[config.mk]
export PLATFORM = sky130hd
export DESIGN_NAME = util_way_partitioner
export DESIGN_NICKNAME = d
export VERILOG_FILES = /design/src/rtl/wp_pkg.sv /design/src/rtl/wp_scaler.sv /design/src/rtl/wp_chooser.sv /design/src/rtl/wp_ctrl.sv /design/src/rtl/util_way_partitioner.sv
export SDC_FILE = /design/constraint.sdc
export NUM_CORES = 2
export LEC_CHECK = 0
export ABC_AREA = 1
export CORE_AREA = 2 2 396 280
export CTS_CLUSTER_SIZE = 14
export DETAILED_ROUTE_END_ITERATION = 7
export DIE_AREA = 0 0 398 282
export DONT_BUFFER_PORTS = 1
export PLACE_DENSITY = 0.69
export SLEW_MARGIN = 10
export SYNTH_ARGS = -nofsm -noshare
export SYNTH_HDL_FRONTEND = slang
export SYNTH_HIERARCHICAL = 1
export SYNTH_SLANG_ARGS = --single-unit
[constraint.sdc]
create_clock -name clk -period 5.9 [get_ports clk]
set_clock_uncertainty 0.05 [all_clocks]
set_input_delay 0.59 -clock clk [delete_from_list [all_inputs] [get_ports clk]]
set_output_delay 0.59 -clock clk [all_outputs]
set_load 0.01 [all_outputs]
[src/rtl/wp_pkg.sv]
package wp_pkg;
  typedef enum logic {
    WP_IDLE = 1'b0,
    WP_RUN  = 1'b1
  } wp_state_e;
endpackage

[src/rtl/wp_scaler.sv]
module wp_scaler #(
  parameter int WAYS    = 8,
  parameter int CNT_W   = 16,
  parameter int RATIO_W = 8
) (
  input  logic [WAYS*CNT_W-1:0] raw_i,
  input  logic [RATIO_W-1:0]    ratio_i,
  input  logic                  cap_i,
  output logic [WAYS*CNT_W-1:0] scaled_o
);
  logic [CNT_W-1:0] divisor;

  always_comb begin
    divisor = {{(CNT_W-RATIO_W){1'b0}}, ratio_i};
    if (ratio_i == '0) divisor = CNT_W'(1);
  end

  for (genvar p = 0; p < WAYS; p++) begin : g_pos
    always_comb begin
      if (cap_i) scaled_o[p*CNT_W +: CNT_W] = '0;
      else       scaled_o[p*CNT_W +: CNT_W] = raw_i[p*CNT_W +: CNT_W] / divisor;
    end
  end
endmodule

[src/rtl/wp_chooser.sv]
module wp_chooser #(
  parameter int WAYS  = 8,
  parameter int CNT_W = 16,
  localparam int IW   = (WAYS > 2) ? $clog2(WAYS) : 1
) (
  input  logic [WAYS*CNT_W-1:0] cpu_tab_i,
  input  logic [WAYS*CNT_W-1:0] gpu_tab_i,
  input  logic [IW-1:0]         cpu_pos_i,
  input  logic [IW-1:0]         gpu_pos_i,
  output logic                  give_cpu_o
);
  logic [CNT_W-1:0] cpu_next;
  logic [CNT_W-1:0] gpu_next;

  always_comb begin
    cpu_next   = cpu_tab_i[cpu_pos_i*CNT_W +: CNT_W];
    gpu_next   = gpu_tab_i[gpu_pos_i*CNT_W +: CNT_W];
    give_cpu_o = (cpu_next >= gpu_next);
  end
endmodule

[src/rtl/wp_ctrl.sv]
module wp_ctrl
  import wp_pkg::*;
#(
  parameter int WAYS = 8,
  localparam int SW  = (WAYS > 2) ? $clog2(WAYS) : 1
) (
  input  logic clk,
  input  logic rst_n,
  input  logic start_i,
  output logic load_o,
  output logic step_o,
  output logic done_o
);
  localparam logic [SW-1:0] STEPS = SW'(WAYS - 2);

  wp_state_e state_q, state_d;
  logic [SW-1:0] rem_q, rem_d;
  logic done_q, done_d;

  always_comb begin
    state_d = state_q;
    rem_d   = rem_q;
    done_d  = 1'b0;
    load_o  = 1'b0;
    step_o  = 1'b0;
    if (start_i) begin
      load_o = 1'b1;
      if (STEPS == '0) begin
        state_d = WP_IDLE;
        done_d  = 1'b1;
      end else begin
        state_d = WP_RUN;
        rem_d   = STEPS;
      end
    end else if (state_q == WP_RUN) begin
      step_o = 1'b1;
      rem_d  = rem_q - 1'b1;
      if (rem_q == SW'(1)) begin
        state_d = WP_IDLE;
        done_d  = 1'b1;
      end
    end
  end

  always_ff @(posedge clk or negedge rst_n) begin
    if (!rst_n) begin
      state_q <= WP_IDLE;
      rem_q   <= '0;
      done_q  <= 1'b0;
    end else begin
      state_q <= state_d;
      rem_q   <= rem_d;
      done_q  <= done_d;
    end
  end

  assign done_o = done_q;
endmodule

[src/rtl/util_way_partitioner.sv]
module util_way_partitioner #(
  parameter int WAYS    = 8,
  parameter int CNT_W   = 16,
  parameter int RATIO_W = 8,
  localparam int CW     = $clog2(WAYS + 1),
  localparam int IW     = (WAYS > 2) ? $clog2(WAYS) : 1
) (
  input  logic                  clk,
  input  logic                  rst_n,
  input  logic                  start_i,
  input  logic                  gpu_cap_i,
  input  logic [RATIO_W-1:0]    ratio_i,
  input  logic [WAYS*CNT_W-1:0] cpu_hits_i,
  input  logic [WAYS*CNT_W-1:0] gpu_hits_i,
  output logic                  done_o,
  output logic [CW-1:0]         cpu_ways_o,
  output logic [CW-1:0]         gpu_ways_o
);
  logic [WAYS*CNT_W-1:0] gpu_scaled;
  logic [WAYS*CNT_W-1:0] cpu_tab_q, gpu_tab_q;
  logic [CW-1:0]         cpu_ways_q, cpu_ways_d;
  logic [CW-1:0]         gpu_ways_q, gpu_ways_d;
  logic load, step, give_cpu;

  wp_scaler #(.WAYS(WAYS), .CNT_W(CNT_W), .RATIO_W(RATIO_W)) u_scaler (
    .raw_i    (gpu_hits_i),
    .ratio_i  (ratio_i),
    .cap_i    (gpu_cap_i),
    .scaled_o (gpu_scaled)
  );

  wp_ctrl #(.WAYS(WAYS)) u_ctrl (
    .clk     (clk),
    .rst_n   (rst_n),
    .start_i (start_i),
    .load_o  (load),
    .step_o  (step),
    .done_o  (done_o)
  );

  wp_chooser #(.WAYS(WAYS), .CNT_W(CNT_W)) u_chooser (
    .cpu_tab_i  (cpu_tab_q),
    .gpu_tab_i  (gpu_tab_q),
    .cpu_pos_i  (cpu_ways_q[IW-1:0]),
    .gpu_pos_i  (gpu_ways_q[IW-1:0]),
    .give_cpu_o (give_cpu)
  );

  // Counter snapshot, loaded only by the start strobe
  always_ff @(posedge clk or negedge rst_n) begin
    if (!rst_n) begin
      cpu_tab_q <= '0;
      gpu_tab_q <= '0;
    end else if (load) begin
      cpu_tab_q <= cpu_hits_i;
      gpu_tab_q <= gpu_scaled;
    end
  end

  always_comb begin
    cpu_ways_d = cpu_ways_q;
    gpu_ways_d = gpu_ways_q;
    if (load) begin
      cpu_ways_d = CW'(1);
      gpu_ways_d = CW'(1);
    end else if (step) begin
      if (give_cpu) cpu_ways_d = cpu_ways_q + 1'b1;
      else          gpu_ways_d = gpu_ways_q + 1'b1;
    end
  end

  always_ff @(posedge clk or negedge rst_n) begin
    if (!rst_n) begin
      cpu_ways_q <= '0;
      gpu_ways_q <= '0;
    end else if (load || step) begin
      cpu_ways_q <= cpu_ways_d;
      gpu_ways_q <= gpu_ways_d;
    end
  end

  assign cpu_ways_o = cpu_ways_q;
  assign gpu_ways_o = gpu_ways_q;
endmodule

==> run metrics <==
Multi-input gate area=0.0456 sq mm; # port buffers=0; Arr. time, crit path=26.48 ns; Netlist cell types=69; Ports=277; setup ws final=-20.17 ns; WP buf/inv=38; vias in the first global route=66323; cells after synthesis=8819; Filler cells=8001; # DRC=0; CTS Buffer Depth=3; Worst-Skew Late Latency=0.61 ns; status=finished with violations; core area=0.108 sq mm; Worst slew margin=0.225; pre-CTS setup slack=-20.58 ns; final wirelength=214000 microns; Placer Congestion=0.926; Setup-failing EPs final=88; Vias/cell=5.37; Final Max Slew Viols=0; register area share after synthesis=0.125; Post-synth EDFFs=0; total track usage=0.352; Post-DP HPWL=154000 microns; Mean Syn Cell Area=6.11 sq um; Setup Crit Path Kind=in2reg; total global routing overflow=0; MaxCap Viol Count=0; die width=398 microns; Slew @ Worst Pin=1.16 ns; fin crit period=26.07 ns; antenna-violating nets left=0; CTS tree=yes; worst hold slack=-0.374 ns; initial antenna violation count=3; Hold Path Class=in2async; startpoint type of the worst setup path=input port; YS warnings=6; crit-path leading delay family=simple AND/OR/NAND/NOR gates; number of buffers created by CTS=30; wire per inst=16.6 microns; Reg2Reg Setup Slack=2.26 ns; Mapped Area=0.0539 sq mm; clk root buf=clkbuf_16; pin count of the biggest net entering global routing=270; die height=282 microns; Pre-antenna DRT Iters=5; synthesized flop and latch total=269; critical path capture point type=register; H-tree Lvls=1; Post-Syn Nets=9833; CP max stage cell=ha_1; starting density of the core=0.499; ys flop type=dfrtp_1; Clock Sinks=269; share of layout cells above drive strength 1=0.358; die area=0.112 sq mm; DR vias=69291; crit-path max FO=6; register area=0.00674 sq mm; Post-synth ARST share=1.00; crit-path most repeated cell=nand2_2; Hold Vio Cnt, Final=269; RSZ-0062 raised after global routing=yes; Data required, critical path=6.31 ns; crit-path max cell delay=0.36 ns; Achievable Freq=0.0384 GHz; failing checks=hold timing, setup timing; synth-to-layout area growth=50.6%; Initial DRC Count=5179; Clock transition at path regs=0.06 ns; wire length of the first global-routing pass=327000 microns; FP Rows=101; fin nets=12451; Final period util=4.42
## path summary, 6_finish.rpt
kind | from | endpoint | depth (start not counted)
hold reg to reg | cpu_tab_q[44] | cpu_tab_q[44] | 2
min in group clk | cpu_hits_i[65] | cpu_tab_q[65] | 2
hold / removal | rst_n | cpu_tab_q[28] | 0
setup reg to reg | cpu_ways_o[0] | gpu_ways_o[2] | 14
setup / recovery | ratio_i[1] | gpu_tab_q[0] | 203
max in group asynchronous | rst_n | gpu_tab_q[25] | 0
## worst reg2reg max path: stages, from the launching register on
cell	delay [ns]
dfrtp_2	0.76
buf_4	0.51
o21ai_0	0.19
o22ai_1	0.40
nand2_1	0.09
nand2_1	0.13
ha_1	0.28
a21oi_1	0.14
o21ai_0	0.10
a21oi_1	0.16
nand2_1	0.10
nor2_1	0.36
inv_1	0.10
nand3_1	0.08
nand2_1	0.08
## cell families (layout without fill, tap and decap cells)
family          after synthesis  in the layout  synth area share
other cells                   0              1                 0
xor+xnor                    438            438            0.0712
simple gates               4682           4683             0.381
flops                       269            269             0.125
compound gates             1343           1343             0.146
buf+inv                    1341           3978             0.104
fa+ha+maj                   746            746             0.173
## Yosys cell counts (10+ instances only)
cell type / number / share of area
a21o_1: 191 / 0.027
o22ai_1: 48 / 0.0056
o21ai_1: 134 / 0.012
nand3_1: 504 / 0.047
inv_2: 62 / 0.0043
clkbuf_1: 91 / 0.0063
nor4_1: 14 / 0.0016
nand2_1: 2892 / 0.20
nor3_1: 47 / 0.0044
a21oi_1: 202 / 0.019
nand2_4: 33 / 0.0069
o21bai_1: 58 / 0.0081
buf_4: 35 / 0.0049
and2_1: 21 / 0.0024
o21a_1: 14 / 0.0020
nor2_2: 43 / 0.0050
o21ai_0: 533 / 0.050
o211ai_1: 23 / 0.0032
dfrtp_1: 269 / 0.12
nand4_1: 73 / 0.0085
a21boi_0: 10 / 0.0014
ha_1: 746 / 0.17
nor2_4: 34 / 0.0071
a21oi_2: 14 / 0.0023
nand3b_1: 50 / 0.0070
buf_2: 66 / 0.0061
nand2_2: 132 / 0.015
buf_6: 41 / 0.0086
xor2_1: 167 / 0.027
or2_2: 101 / 0.012
o31ai_1: 45 / 0.0063
or2_1: 16 / 0.0019
nor2_1: 652 / 0.045
a31oi_1: 46 / 0.0053
nand3_2: 44 / 0.0082
inv_1: 1025 / 0.071
o21ai_2: 12 / 0.0020
xnor2_1: 271 / 0.044
## flip-flops by register name, indices dropped and copies added, names as in the netlist
| name | cells |
|---|---|
| u_ctrl/done_o | 1 |
| u_ctrl/state_q | 1 |
| cpu_tab_q | 128 |
| u_ctrl/rem_q | 3 |
| gpu_ways_o | 4 |
| gpu_tab_q | 128 |
| cpu_ways_o | 4 |
## area by class of cell
class | instances | area share
Clock buffer | 39 | 0.0104
Sequential cell | 269 | 0.0830
Tap cell | 1442 | 0.0222
Timing Repair Buffer | 2828 | 0.267
Antenna cell | 1 | 0.0000308
Inverter | 1098 | 0.0519
Multi-Input combinational cell | 7210 | 0.563
Clock inverter | 13 | 0.00239
## timing repair
action,in CTS,in global routing
hold endpoints to repair,269,269
setup buffers,289,152
gates cloned,3,1
gates resized for setup,449,397
pin swaps,322,337
setup endpoints to repair,88,88
## per-stage QoR
stage                     TNS (ns)  hold slack (ns)  std cells   util  area, sq um
after floorplan           -1088.29            0.244       8819      -        55100
after global placement     -883.35            0.250      12406  0.677        73200
after detailed placement   -934.94            0.251      12406  0.677        73200
after CTS                  -811.61           -0.402      12749  0.725        78300
after global routing       -943.20           -0.401      12899  0.751        81100
final                      -852.58           -0.374      12900  0.751        81100
## per-layer routing
metal	up-vias	part of all wire	wire [microns]	track usage
met4	4	0.052	11200	0.139
met1	32206	0.41	88700	0.436
li1	33782	-	-	-
met2	2530	0.46	97400	0.603
met5	-	0.00011	24	0
met3	769	0.078	16700	0.0610
## cells in the final DEF, fill, tap and decap left out, types with 51 or more instances in the layout
| cell | n |
|---|---|
| nand2_1 | 2727 |
| nor2_1 | 543 |
| inv_1 | 954 |
| nand4_1 | 73 |
| a21oi_2 | 94 |
| nand2_4 | 75 |
| nand3_1 | 480 |
| xor2_1 | 166 |
| xnor2_1 | 269 |
| o21ai_0 | 407 |
| dfrtp_1 | 266 |
| ha_4 | 68 |
| nand3_2 | 56 |
| o21ai_1 | 160 |
| nor2_4 | 99 |
| o21bai_1 | 51 |
| buf_4 | 2759 |
| a21oi_1 | 99 |
| ha_1 | 678 |
| or2_2 | 96 |
| o21ai_2 | 101 |
| a21o_1 | 191 |
| nand2_2 | 256 |
| nor2_2 | 87 |
| inv_2 | 109 |
Power is not shown: default switching activity piles up to over one toggle a cycle in this logic, so the estimate is an artifact.
